==> config.mk <==
export PLATFORM = sky130hd
export DESIGN_NAME = boot_seq_top
export DESIGN_NICKNAME = d
export VERILOG_FILES = /design/src/rtl/boot_seq_pkg.sv /design/src/rtl/boot_sync.sv /design/src/rtl/boot_opt_latch.sv /design/src/rtl/boot_pin_filter.sv /design/src/rtl/boot_fsm.sv /design/src/rtl/boot_seq_top.sv
export SDC_FILE = /design/constraint.sdc
export NUM_CORES = 1
export LEC_CHECK = 0
export BUFFER_PORTS_ARGS = -buffer_cell sky130_fd_sc_hd__buf_2
export CORE_ASPECT_RATIO = 0.9
export CORE_MARGIN = 3
export CORE_UTILIZATION = 42
export DETAILED_ROUTE_END_ITERATION = 6
export PLACE_DENSITY = 0.69
export REMOVE_ABC_BUFFERS = 1
export SLEW_MARGIN = 10
export SYNTH_ARGS = -nofsm -noshare
export SYNTH_HDL_FRONTEND = slang
export SYNTH_SLANG_ARGS = --single-unit
==> constraint.sdc <==
create_clock -name clk -period 1 [get_ports clk]
set_input_delay 0.1 -clock clk [delete_from_list [all_inputs] [get_ports clk]]
set_output_delay 0.1 -clock clk [all_outputs]
set_load 0.02 [all_outputs]
==> src/rtl/boot_seq_pkg.sv <==
package boot_seq_pkg;
  typedef enum logic [1:0] {
    ST_HOLD = 2'd0,
    ST_GEN  = 2'd1,
    ST_CLK  = 2'd2,
    ST_RUN  = 2'd3
  } boot_st_e;

  localparam int OPT_W       = 8;
  localparam int OPT_PIN_BIT = 3;
  localparam int OPT_NMI_BIT = 2;
  localparam int OPT_DIV_BIT = 0;

  typedef struct packed {
    logic pin_en;
    logic nmi_en;
    logic div_full;
  } opt_cfg_t;
endpackage

==> src/rtl/boot_sync.sv <==
module boot_sync #(
  parameter int W = 1,
  parameter logic [W-1:0] RST_VAL = '0
) (
  input  logic         clk,
  input  logic         rst_n,
  input  logic [W-1:0] d,
  output logic [W-1:0] q
);
  logic [W-1:0] meta;

  always_ff @(posedge clk or negedge rst_n) begin
    if (!rst_n) begin
      meta <= RST_VAL;
      q    <= RST_VAL;
    end else begin
      meta <= d;
      q    <= meta;
    end
  end
endmodule

==> src/rtl/boot_opt_latch.sv <==
module boot_opt_latch
  import boot_seq_pkg::*;
(
  input  logic             clk,
  input  logic             rst_n,
  input  logic [OPT_W-1:0] opt_byte,
  output opt_cfg_t         cfg,
  output logic             cap_done
);
  localparam logic [OPT_W-1:0] SEL_PIN = OPT_W'(1) << OPT_PIN_BIT;
  localparam logic [OPT_W-1:0] SEL_NMI = OPT_W'(1) << OPT_NMI_BIT;
  localparam logic [OPT_W-1:0] SEL_DIV = OPT_W'(1) << OPT_DIV_BIT;

  opt_cfg_t decoded;

  always_comb begin
    decoded.pin_en   = |(opt_byte & SEL_PIN);
    decoded.nmi_en   = |(opt_byte & SEL_NMI);
    decoded.div_full = |(opt_byte & SEL_DIV);
  end

  // One capture per power-on reset; system restarts never reach here.
  always_ff @(posedge clk or negedge rst_n) begin
    if (!rst_n) begin
      cfg      <= '0;
      cap_done <= 1'b0;
    end else if (!cap_done) begin
      cfg      <= decoded;
      cap_done <= 1'b1;
    end
  end
endmodule

==> src/rtl/boot_pin_filter.sv <==
module boot_pin_filter #(
  parameter int LOW_CYC = 2
) (
  input  logic clk,
  input  logic rst_n,
  input  logic arm,
  input  logic pin_s,
  output logic evt
);
  localparam int CW = $clog2(LOW_CYC + 1);
  localparam logic [CW-1:0] LIM = CW'(LOW_CYC);

  logic [CW-1:0] low_cnt;

  always_ff @(posedge clk or negedge rst_n) begin
    if (!rst_n) begin
      low_cnt <= '0;
    end else if (!arm || pin_s) begin
      low_cnt <= '0;
    end else if (low_cnt != LIM) begin
      low_cnt <= low_cnt + CW'(1);
    end
  end

  assign evt = arm && (low_cnt == LIM);
endmodule

==> src/rtl/boot_fsm.sv <==
module boot_fsm
  import boot_seq_pkg::*;
#(
  parameter int STEP_CYC = 16
) (
  input  logic     clk,
  input  logic     rst_n,
  input  logic     lvd_ok,
  input  logic     cap_done,
  input  logic     pin_evt,
  output boot_st_e state
);
  localparam int CW = $clog2(STEP_CYC + 1);
  localparam logic [CW-1:0] LAST = CW'(STEP_CYC - 1);

  boot_st_e      nxt;
  logic [CW-1:0] cnt;
  logic          last;

  assign last = (cnt == LAST);

  always_comb begin
    nxt = state;
    if (!lvd_ok) begin
      nxt = ST_HOLD;
    end else begin
      case (state)
        ST_HOLD: if (cap_done) nxt = ST_GEN;
        ST_GEN:  if (last)     nxt = ST_CLK;
        ST_CLK:  if (last)     nxt = ST_RUN;
        ST_RUN:  if (pin_evt)  nxt = ST_GEN;
        default:               nxt = ST_HOLD;
      endcase
    end
  end

  always_ff @(posedge clk or negedge rst_n) begin
    if (!rst_n) begin
      state <= ST_HOLD;
      cnt   <= '0;
    end else begin
      state <= nxt;
      if (nxt != state) begin
        cnt <= '0;
      end else if (!last) begin
        cnt <= cnt + CW'(1);
      end
    end
  end
endmodule

==> src/rtl/boot_seq_top.sv <==
module boot_seq_top
  import boot_seq_pkg::*;
#(
  parameter int          STEP_CYC    = 16,
  parameter int          BUS_N       = 4,
  parameter int unsigned BUS_ON_MASK = 32'h3,
  parameter int          DIV_W       = 4,
  parameter int          PIN_LOW_CYC = 2
) (
  input  logic             clk,
  input  logic             por_ok,
  input  logic             lvd_safe,
  input  logic             rst_pin_n,
  input  logic             nmi_n,
  input  logic [OPT_W-1:0] opt_byte,
  output logic             sys_rst_n,
  output logic             pin_drive_low,
  output logic             clkgen_en,
  output logic             core_clk_en,
  output logic             sys_clk_en,
  output logic             flash_clk_en,
  output logic [BUS_N-1:0] bus_clk_en,
  output logic             pin_reset_en,
  output logic             pin_pullup_en,
  output logic             pin_filter_en,
  output logic             rst_wake_en,
  output logic             nmi_en,
  output logic             nmi_wake_en,
  output logic             nmi_req,
  output logic [DIV_W-1:0] div_rst_val
);
  logic [1:0] por_sr;
  logic       core_rst_n;
  logic [2:0] raw_in;
  logic [2:0] sync_in;
  logic       pin_s;
  logic       nmi_s;
  logic       lvd_s;
  opt_cfg_t   cfg;
  logic       cap_done;
  logic       pin_evt;
  boot_st_e   state;
  logic       clk_on;
  logic       running;

  // Power-on reset: asynchronous entry, synchronized exit.
  always_ff @(posedge clk or negedge por_ok) begin
    if (!por_ok) por_sr <= 2'b00;
    else         por_sr <= {por_sr[0], 1'b1};
  end
  assign core_rst_n = por_sr[1];

  assign raw_in = {rst_pin_n, nmi_n, lvd_safe};

  boot_sync #(.W(3), .RST_VAL(3'b110)) i_sync (
    .clk   (clk),
    .rst_n (core_rst_n),
    .d     (raw_in),
    .q     (sync_in)
  );
  assign pin_s = sync_in[2];
  assign nmi_s = sync_in[1];
  assign lvd_s = sync_in[0];

  boot_opt_latch i_opt (
    .clk      (clk),
    .rst_n    (core_rst_n),
    .opt_byte (opt_byte),
    .cfg      (cfg),
    .cap_done (cap_done)
  );

  boot_pin_filter #(.LOW_CYC(PIN_LOW_CYC)) i_pin (
    .clk   (clk),
    .rst_n (core_rst_n),
    .arm   (running && cfg.pin_en),
    .pin_s (pin_s),
    .evt   (pin_evt)
  );

  boot_fsm #(.STEP_CYC(STEP_CYC)) i_fsm (
    .clk      (clk),
    .rst_n    (core_rst_n),
    .lvd_ok   (lvd_s),
    .cap_done (cap_done),
    .pin_evt  (pin_evt),
    .state    (state)
  );

  assign running       = (state == ST_RUN);
  assign clk_on        = (state == ST_CLK) || running;
  assign sys_rst_n     = running;
  assign pin_drive_low = !running;
  assign clkgen_en     = (state != ST_HOLD);
  assign core_clk_en   = clk_on;
  assign sys_clk_en    = clk_on;
  assign flash_clk_en  = clk_on;

  for (genvar g = 0; g < BUS_N; g++) begin : g_bus
    if (BUS_ON_MASK[g]) begin : g_on
      assign bus_clk_en[g] = clk_on;
    end else begin : g_off
      assign bus_clk_en[g] = 1'b0;
    end
  end

  assign pin_reset_en  = cfg.pin_en;
  assign pin_pullup_en = cfg.pin_en;
  assign pin_filter_en = cfg.pin_en;
  assign rst_wake_en   = cfg.pin_en;
  assign nmi_en        = cfg.nmi_en;
  assign nmi_wake_en   = cfg.nmi_en;
  assign nmi_req       = cfg.nmi_en && running && !nmi_s;
  assign div_rst_val   = cfg.div_full ? '0 : DIV_W'(1);
endmodule

==> run_results.csv, run 1 <==
group,metric,value,unit
worst_setup_path,slowest_delay,0.40,ns
clocking,cts_buffers,3,
worst_setup_path,r2r_start,"i_fsm.cnt[1]",
detailed_routing,drtIter0Drc,4,
global_route,grt_first_pass_wirelength,3346,microns
synth,syn-cell-area,967.2,sq um
clocking,clock_sinks,21,
detailed_routing,drc,0,
run_status,violations,"negative setup slack",
worst_hold_path,hp-start,"opt_byte[2]",
synth,yosysWarningCount,0,
detailed_routing,antenna_left,0,
worst_setup_path,critPathKind,"flop to flop",
run_status,status,"finished with violations",
worst_setup_path,cp_max_fo,7,
worst_hold_path,holdCritPathClass,"input pin to flop",
floorplanning,die_w,56.59,microns
worst_setup_path,critPathArrivalTime,1.75,ns
power_and_ir_drop,power.density,1370,nW/um^2
sta,rsz0062_at_grt,"true",
cells_and_area,seqCellArea,533.0,sq um
clocking,clkTransAtPathRegs,0.11,ns
floorplanning,start_util,47.28,%
detailed_routing,avgRoutedWirePerCell,12.58,microns
synth,synthCells,84,
power_and_ir_drop,p_leak,0.7160,nW
worst_setup_path,critPathBufInv,2,
sta,finalSetupViolations,22,
clocking,cts_tree,"built",
floorplanning,fp-row-count,15,
power_and_ir_drop,power,0.001982,W
sta,setup_slack,-0.5604,ns
global_route,grt_util_all_layers,14.92,%
synth,synth.avg_cell_area,11.51,sq um
floorplanning,ios,34,
clocking,cts_max_level,1,
worst_setup_path,startpoint,"i_fsm.cnt[1]",
cells_and_area,multi_input_area,384.1,sq um
sta,max_freq,0.6409,GHz
global_route,grt_pass1_vias,758,
worst_setup_path,path_cells,"ha_2, and3_4, ha_4, buf_4, buf_6, mux2i_2, a21oi_2",
sta,fin_skew,0.002551,ns
worst_setup_path,cp_top_family,"flip-flops",
synth,ys_seq_area_share,54.85,%
cells_and_area,drive_above_1_share,60.47,%
detailed_routing,dr.pass1.iters,4,
worst_setup_path,slowest_stage,"dfrtp_1",
job,drv_cap,0,
floorplanning,core_area,2046,sq um
cells_and_area,nFillCells,146,
worst_setup_path,worst_ep_required_time,1.19,ns
floorplanning,die_h,51.53,microns
placed_design,gp_congestion,0.7832,
floorplanning,die_area,2916,sq um
placed_design,port_buffers,23,
placed_design,dp_hpwl,1238,microns
global_route,grt_overflow,0,
clocking,clkLatencyLatePin,0.29,ns
cells_and_area,layout-area-overhead-vs-synth,49.55,%
global_route,grt_max_degree,20,
detailed_routing,finalWirelength,1937,microns
sta,hold_viol,0,
clocking,cts.path.max_buffers,2,
cells_and_area,num_antenna_cells,0,
clocking,root_buffer,"clkbuf_4",
sta,fin_crit_sh,156.0,%
cells_and_area,stdcell_count,154,
worst_setup_path,worst_setup_path_start_kind,"flop",
worst_setup_path,end_kind,"flop",
placed_design,dp_cells,138,
cells_and_area,nNetsFinal,146,
sta,slew_viol_final,0,
detailed_routing,num_vias,712,
sta,fin_crit,1.560,ns
detailed_routing,via_per_inst,4.623,
synth,ys_types,26,
power_and_ir_drop,peakVddDrop,0.001473,V
global_route,antenna_found_initial,0,
synth,ys_ff_latch,21,
final timing paths:
check / end / slack [ns] / cells after the start
min reg2reg: i_fsm.state[0] / 0.19 / 1
max: i_fsm.state[0] / -0.56 / 7
min in group asynchronous: por_sr[0] / 0.10 / 2
max in group asynchronous: i_sync.q[1] / 0.55 / 1
min: i_opt.cfg[1] / 0.03 / 2
max reg2reg: i_fsm.state[0] / -0.56 / 7
flip-flops by register name (all words and copies together), names as in the netlist:
signal	count
i_opt.cap_done	1
i_sync.meta	3
por_sr	2
i_opt.cfg	3
i_sync.q	3
i_fsm.state	2
i_fsm.cnt	5
i_pin.low_cnt	2
through the flow:
stage	TNS, ns	util [%]	hold WS [ns]	instance area (sq um)	setup WS (ns)
final	-5.626	70.70	0.02896	1446	-0.5604
after floorplan	-9.526	-	-0.1956	873.3	-0.9658
after detailed placement	-4.776	55.72	-0.1146	1140	-0.7004
after global routing	-6.971	70.70	0.03067	1446	-0.6261
after global placement	-4.164	55.72	-0.1133	1140	-0.6104
after CTS	-5.441	69.17	0.02382	1415	-0.5259
layout by cell type (no fill, tap or decap), drive strengths merged:
cell type	netlist	layout
nor2	10	10
a21o	1	1
dfrtp	17	17
and2	1	1
mux2i	2	2
dfstp	4	4
inv	6	6
nand3b	2	2
xnor2	1	1
ha	3	3
o22ai	1	1
dlygate4sd3	0	4
xor2	3	3
and2b	1	1
buf	14	47
clkinv	0	1
nand2	2	2
nand4b	1	1
mux2	3	3
and3	1	1
conb	2	7
nor3b	1	1
a21oi	5	5
a211oi	1	1
a31oi	1	1
clkbuf	1	3
area by class of cell:
class,count,share of cell area (%)
Sequential cell,21,36.85
Timing Repair Buffer,51,30.80
Multi-Input combinational cell,47,26.56
Tap cell,25,2.163
Inverter,6,1.730
Clock buffer,3,1.557
Clock inverter,1,0.3460
synth_stat cells:
library cell,instances,area (sq um)
a211oi_1,1,7.510
a21o_2,1,8.760
a21oi_1,5,25.02
a31oi_2,1,12.51
and2_2,1,7.510
and2b_2,1,8.760
and3_1,1,6.260
buf_4,13,97.59
buf_6,1,11.26
clkbuf_1,1,3.750
conb_1,2,7.510
dfrtp_1,17,425.4
dfstp_2,4,105.1
ha_1,3,37.54
inv_1,6,22.52
mux2_2,3,33.78
mux2i_1,2,20.02
nand2_1,1,3.750
nand2_2,1,6.260
nand3b_1,2,15.01
nand4b_1,1,8.760
nor2_1,10,37.54
nor3b_1,1,7.510
o22ai_2,1,12.51
xnor2_1,1,8.760
xor2_1,3,26.28
where the power goes:
| group | internal, W | switching (W) |
|---|---|---|
| Sequential | 0.000949 | 0.0000587 |
| Clock | 0.000149 | 0.000245 |
| Combinational | 0.000321 | 0.000259 |
worst reg2reg max path, cell delays in order (launching register included):
cell and delay (ns):
dfrtp_1 0.40, ha_2 0.19, and3_4 0.15, ha_4 0.18, buf_4 0.14, buf_6 0.11, mux2i_2 0.19, a21oi_2 0.08
cell families (layout without fill, tap and decap cells):
group	Yosys count	in the layout	synth area share [%]
AOI/OAI and AO/OA	9	9	6.856
xor gates and xnor gates	4	4	3.623
adders and majority gates	3	3	3.881
buffers and inverters	21	61	13.97
DFF	21	21	54.85
muxes	5	5	5.563
other	2	7	0.7765
and+or+nand+nor	19	19	10.48
metal layers:
| layer | global-route usage, % | up-vias | wire, microns |
|---|---|---|---|
| met2 | 29.04 | 20 | 1043 |
| met1 | 16.32 | 349 | 783 |
| met5 | 0 | - | 0 |
| met3 | 2.730 | 4 | 79 |
| li1 | - | 339 | - |
| met4 | 4.743 | 0 | 30 |
what timing repair did:
item / 4_1_cts / 5_1_grt
buffers inserted: 7 / 3
setup endpoints to repair: 23 / 27
hold endpoints to repair: 5 / 0
hold buffers: 4 / 0
resized for setup: 47 / 8
pin swaps: 16 / 3
(Power assumes the default switching activity.)
==> inputs of run 2 (changes only) <==
==> constraint.sdc (replaced) <==
create_clock -name clk -period 1.98 [get_ports clk]
set_input_delay 0.198 -clock clk [delete_from_list [all_inputs] [get_ports clk]]
set_output_delay 0.198 -clock clk [all_outputs]
set_load 0.02 [all_outputs]
==> run_results.csv, run 2 (synthesis results as in run 1) <==
group,metric,value,unit
power_and_ir_drop,p_leak,0.5610,nW
floorplanning,die_area,2916,sq um
detailed_routing,dr.pass1.iters,2,
sta,fin_setup_tns,0,ns
sta,max_freq,0.5714,GHz
floorplanning,start_util,47.28,%
job,drv_cap,0,
clocking,post_cts_buffers,0,
worst_setup_path,slowest_delay,0.40,ns
worst_setup_path,r2r_start,"i_fsm.cnt[0]",
floorplanning,fp-row-count,15,
worst_hold_path,holdCritPathClass,"input pin to flop",
cells_and_area,largest_reg_flops,5,
power_and_ir_drop,power,0.0008769,W
run_status,status,"completed",
cells_and_area,layout-area-overhead-vs-synth,12.68,%
worst_setup_path,r2r-end,"i_fsm.cnt[0]",
floorplanning,die_w,56.59,microns
worst_setup_path,worst_ep_required_time,2.17,ns
cells_and_area,num_antenna_cells,0,
cells_and_area,layout_commonest_cell,"buf_2",
worst_setup_path,cp_max_fo,10,
worst_hold_path,hold_end,"i_opt.cfg[1]",
placed_design,dp_hpwl,1077,microns
detailed_routing,drtIter0Drc,8,
floorplanning,core_area,2046,sq um
sta,tightest_slew,0.7261,ns
clocking,cts_buffers,3,
global_route,grt_first_pass_wirelength,2532,microns
global_route,grt_overflow,0,
worst_setup_path,ff2ff_setup_slack,0.23,ns
worst_setup_path,path_cells,"ha_1, and3_1, ha_2, nand3b_1, a21oi_1, a31oi_2, nor2_1",
worst_setup_path,worst_setup_path_start_kind,"flop",
sta,hold_viol,0,
worst_hold_path,hold_path_depth,2,
cells_and_area,drive_above_1_share,39.05,%
cells_and_area,layout_common_cells,"buf_2 (23), dfrtp_1 (17), nor2_1 (10), conb_1 (7), inv_1 (6)",
power_and_ir_drop,power.density,804.6,nW/um^2
worst_setup_path,end_kind,"flop",
power_and_ir_drop,peakVddDrop,0.0005529,V
worst_hold_path,hp-start,"opt_byte[2]",
sta,setup_slack,0.2300,ns
detailed_routing,finalWirelength,1429,microns
clocking,clkLatencyLatePin,0.30,ns
sta,fin_skew,0.007599,ns
clocking,cts.path.max_buffers,2,
sta,finalSetupViolations,0,
floorplanning,die_h,51.53,microns
worst_setup_path,cp_top_family,"adder cells",
worst_setup_path,slowest_stage,"dfrtp_1",
placed_design,port_buffers,23,
detailed_routing,avgRoutedWirePerCell,10.99,microns
sta,slew_viol_final,0,
placed_design,gp_congestion,0.7236,
clocking,clock_sinks,21,
cells_and_area,nFillCells,193,
global_route,grt_util_all_layers,11.60,%
sta,fin_crit,1.750,ns
worst_setup_path,reg2reg_depth,7,
clocking,cts_tree,"built",
global_route,antenna_found_initial,0,
global_route,grt_pass1_vias,583,
cells_and_area,nNetsFinal,122,
sta,fin_crit_sh,88.38,%
cells_and_area,top_register,"i_fsm.cnt",
worst_setup_path,critPathKind,"flop to flop",
detailed_routing,drc,0,
floorplanning,ios,34,
clocking,cts_max_level,1,
placed_design,place_ws,0.1106,ns
sta,maxSlewHeadroom,51.59,%
worst_setup_path,critPathArrivalTime,1.94,ns
detailed_routing,num_vias,605,
worst_setup_path,critPathBufInv,0,
clocking,root_buffer,"clkbuf_4",
detailed_routing,via_per_inst,4.654,
clocking,clkTransAtPathRegs,0.12,ns
detailed_routing,antenna_left,0,
sta,rsz0062_at_grt,"false",
global_route,grt_max_degree,20,
[run 2: cell count changes in the layout (fill, tap and decap cells not counted), sizes merged]
cell / before / now
buf: 47 / 23
[run 2: per-stage QoR]
step	instance area (sq um)	util, %	instances	hold WS, ns
after floorplan	873.3	-	74	-0.09759
after global placement	1020	49.85	122	-0.01565
after detailed placement	1020	49.85	122	-0.01489
after CTS	1087	53.15	130	0.1152
after global routing	1090	53.27	130	0.09520
final	1090	53.27	130	0.1243
[run 2: worst reg2reg max path: cells and delay by family, from the launching register on]
| kind | cells | cell delay, ns |
|---|---|---|
| and+or+nand+nor | 3 | 0.41 |
| DFF | 1 | 0.40 |
| adders and majority gates | 2 | 0.48 |
| AOI/OAI and AO/OA | 2 | 0.36 |
[run 2: worst max-delay path by stage]
stage                     slack, ns           end  depth (start not counted)      startpoint
after floorplan               -0.08       nmi_req                          2  i_fsm.state[1]
after global placement         0.17  i_fsm.cnt[1]                          7    i_fsm.cnt[0]
after detailed placement       0.11  i_fsm.cnt[0]                          7    i_fsm.cnt[0]
after CTS                      0.09  i_fsm.cnt[0]                          7    i_fsm.cnt[0]
after global routing           0.07  i_fsm.cnt[3]                          7    i_fsm.cnt[0]
final                          0.23  i_fsm.cnt[0]                          7    i_fsm.cnt[0]
[run 2: report_power, final]
group	leakage (nW)	total (W)	internal, W	switching [W]
clock	0.0177	0.000199	0.0000752	0.000124
combinational	0.288	0.000152	0.0000725	0.0000796
sequential	0.256	0.000525	0.000479	0.0000463
[run 2: metal layers]
layer	GRT usage (%)	part of all wire, %	vias up
li1	-	-	295
met1	13.22	43	290
met2	19.62	50	18
met3	2.978	6.6	2
met4	7.115	0.91	0
met5	0	0	-
[run 2: what timing repair did]
action | in CTS | in global routing
resized for setup | 0 | 1
setup endpoints to repair | 0 | 5
hold buffers | 4 | 0
endpoints found under the hold margin | 5 | 0
[run 2: cell type report]
cell class              count  area, sq um  share of cell area, %
inverters                   6        22.52                  2.067
flip-flops and latches     21        530.5                  48.68
clock inverters             1        5.005                 0.4592
repair buffers             27        155.1                  14.24
well taps                  25        31.28                  2.870
multi-input cells          47        322.8                  29.62
clock buffers               3        22.52                  2.067
==> inputs of run 3 (changes only) <==
--- a/config.mk
+++ b/config.mk
@@ -10,7 +10,7 @@
 export CORE_MARGIN = 3
 export CORE_UTILIZATION = 42
 export DETAILED_ROUTE_END_ITERATION = 6
-export PLACE_DENSITY = 0.69
+export PLACE_DENSITY = 0.72
 export REMOVE_ABC_BUFFERS = 1
 export SLEW_MARGIN = 10
 export SYNTH_ARGS = -nofsm -noshare
==> constraint.sdc (replaced) <==
create_clock -name clk -period 1.5 [get_ports clk]
set_input_delay 0.15 -clock clk [delete_from_list [all_inputs] [get_ports clk]]
set_output_delay 0.15 -clock clk [all_outputs]
set_load 0.02 [all_outputs]
==> run_results.csv, run 3 (synthesis results as in run 1) <==
group,metric,value,unit
detailed_routing,antenna_left,0,
power_and_ir_drop,power.density,1052,nW/um^2
global_route,grt_overflow,0,
worst_setup_path,critPathArrivalTime,1.78,ns
sta,fin_skew,0.004174,ns
sta,hold_viol,0,
detailed_routing,num_vias,654,
power_and_ir_drop,p_sw_share,28.65,%
placed_design,port_buffers,23,
clocking,clkLatencyLatePin,0.29,ns
worst_hold_path,holdCritPathClass,"input pin to flop",
cells_and_area,layout_commonest_cell,"buf_2",
clocking,cts_tree,"built",
worst_setup_path,reg2reg_depth,7,
sta,rsz0062_at_grt,"true",
worst_setup_path,end_kind,"flop",
cells_and_area,num_antenna_cells,0,
floorplanning,fp-row-count,15,
power_and_ir_drop,pwr-share-seq,53.7,%
floorplanning,die_area,2916,sq um
detailed_routing,finalWirelength,1725,microns
floorplanning,die_h,51.53,microns
cells_and_area,largest_reg_flops,5,
worst_setup_path,worst_setup_path_start_kind,"flop",
worst_setup_path,worst_ep_required_time,1.72,ns
detailed_routing,avgRoutedWirePerCell,12.32,microns
clocking,cts.path.max_buffers,2,
clocking,root_buffer,"clkbuf_4",
detailed_routing,dr.pass1.iters,3,
worst_hold_path,hold_path_depth,2,
floorplanning,core_area,2046,sq um
global_route,grt_first_pass_wirelength,2987,microns
placed_design,dp_cells,130,
clocking,clock_sinks,21,
sta,finalSetupViolations,5,
cells_and_area,top_register,"i_fsm.cnt",
sta,fin_setup_tns,-0.1535,ns
power_and_ir_drop,pwr-share-clk,20.9,%
detailed_routing,drtIter0Drc,7,
run_status,violations,"negative setup slack",
clocking,cts_buffers,3,
sta,fin_crit,1.555,ns
placed_design,placed_cell_area,1080,sq um
cells_and_area,final_util,58.53,%
sta,max_freq,0.6432,GHz
power_and_ir_drop,p_switching,0.0003608,W
power_and_ir_drop,p_leak,0.6059,nW
placed_design,dp_hpwl,1210,microns
floorplanning,start_util,47.28,%
global_route,grt_pass1_vias,645,
detailed_routing,drc,0,
worst_setup_path,cp_max_fo,6,
placed_design,gp_congestion,0.8112,
floorplanning,die_w,56.59,microns
cells_and_area,stdcell_count,140,
floorplanning,ios,34,
power_and_ir_drop,p_int,0.0008985,W
cells_and_area,layout-area-overhead-vs-synth,23.80,%
cells_and_area,nNetsFinal,132,
sta,fin_crit_sh,103.7,%
sta,setup_slack,-0.05479,ns
power_and_ir_drop,comb_power_share,25.5,%
clocking,clkTransAtPathRegs,0.11,ns
run_status,status,"finished with violations",
cells_and_area,post-route-cell-area,1197,sq um
clocking,cts_max_level,1,
cells_and_area,nFillCells,187,
job,drv_cap,0,
cells_and_area,drive_above_1_share,47.83,%
global_route,antenna_found_initial,0,
global_route,grt_util_all_layers,13.61,%
global_route,grt_max_degree,20,
sta,slew_viol_final,0,
cells_and_area,layout_common_cells,"buf_2 (23), dfrtp_1 (16), buf_4 (10), nor2_1 (9), conb_1 (7)",
placed_design,place_ws,-0.1870,ns
worst_setup_path,critPathKind,"flop to flop",
detailed_routing,via_per_inst,4.671,
power_and_ir_drop,peakVddDrop,0.0007773,V
## run 3: critical path: stages (launching register included)
cell,delay [ns]
dfrtp_1,0.40
ha_2,0.19
and3_4,0.18
ha_4,0.17
nand3b_1,0.17
a21oi_2,0.18
a31oi_4,0.07
nor2_1,0.14
## run 3: cell type report
type | instances | area [sq um] | area share [%]
Sequential cell | 21 | 531.8 | 44.41
Multi-Input combinational cell | 47 | 355.3 | 29.68
Timing Repair Buffer | 37 | 230.2 | 19.23
Tap cell | 25 | 31.28 | 2.612
Clock buffer | 4 | 26.28 | 2.194
Inverter | 6 | 22.52 | 1.881
## run 3: per-layer routing
layer / track usage (%) / up-vias / share of wire [%]
li1: - / 312 / -
met1: 16.45 / 324 / 44
met2: 24.04 / 16 / 51
met3: 0.7444 / 2 / 3.4
met4: 8.300 / 0 / 1.6
met5: 0 / - / 0
## run 3: repair_timing
item	4_1_cts	5_1_grt
endpoints found under the hold margin	5	0
hold buffers	4	0
gates cloned	0	0
setup buffers	2	0
gates resized for setup	6	2
setup endpoints to repair	7	6
pin swaps	7	2
## run 3: final timing paths
check                             start        endpoint  slack [ns]
setup / recovery           i_fsm.cnt[1]    i_fsm.cnt[4]       -0.05
hold / removal              opt_byte[0]    i_opt.cfg[0]        0.08
setup reg to reg           i_fsm.cnt[1]    i_fsm.cnt[4]       -0.05
hold reg to reg               por_sr[1]  i_fsm.state[1]        0.20
max in group asynchronous     por_sr[1]  i_sync.meta[1]        1.04
min in group asynchronous        por_ok       por_sr[1]        0.16
## run 3: metrics by stage
step,hold slack [ns],power [W]
floorplan,-0.1456,0.0008379
global placement,-0.06555,0.0009588
detailed placement,-0.06235,0.0009644
CTS,0.07136,0.001267
global route,0.07383,0.001339
finish,0.08316,0.001259
## run 3: power groups by stage
stage | clock network, W | logic (W) | registers [W]
2_1_floorplan | 0 | 0.000125 | 0.000713
3_3_place_gp | 0 | 0.000280 | 0.000679
3_5_place_dp | 0 | 0.000282 | 0.000682
4_1_cts | 0.000278 | 0.000315 | 0.000674
5_1_grt | 0.000303 | 0.000350 | 0.000686
6_report | 0.000263 | 0.000321 | 0.000676
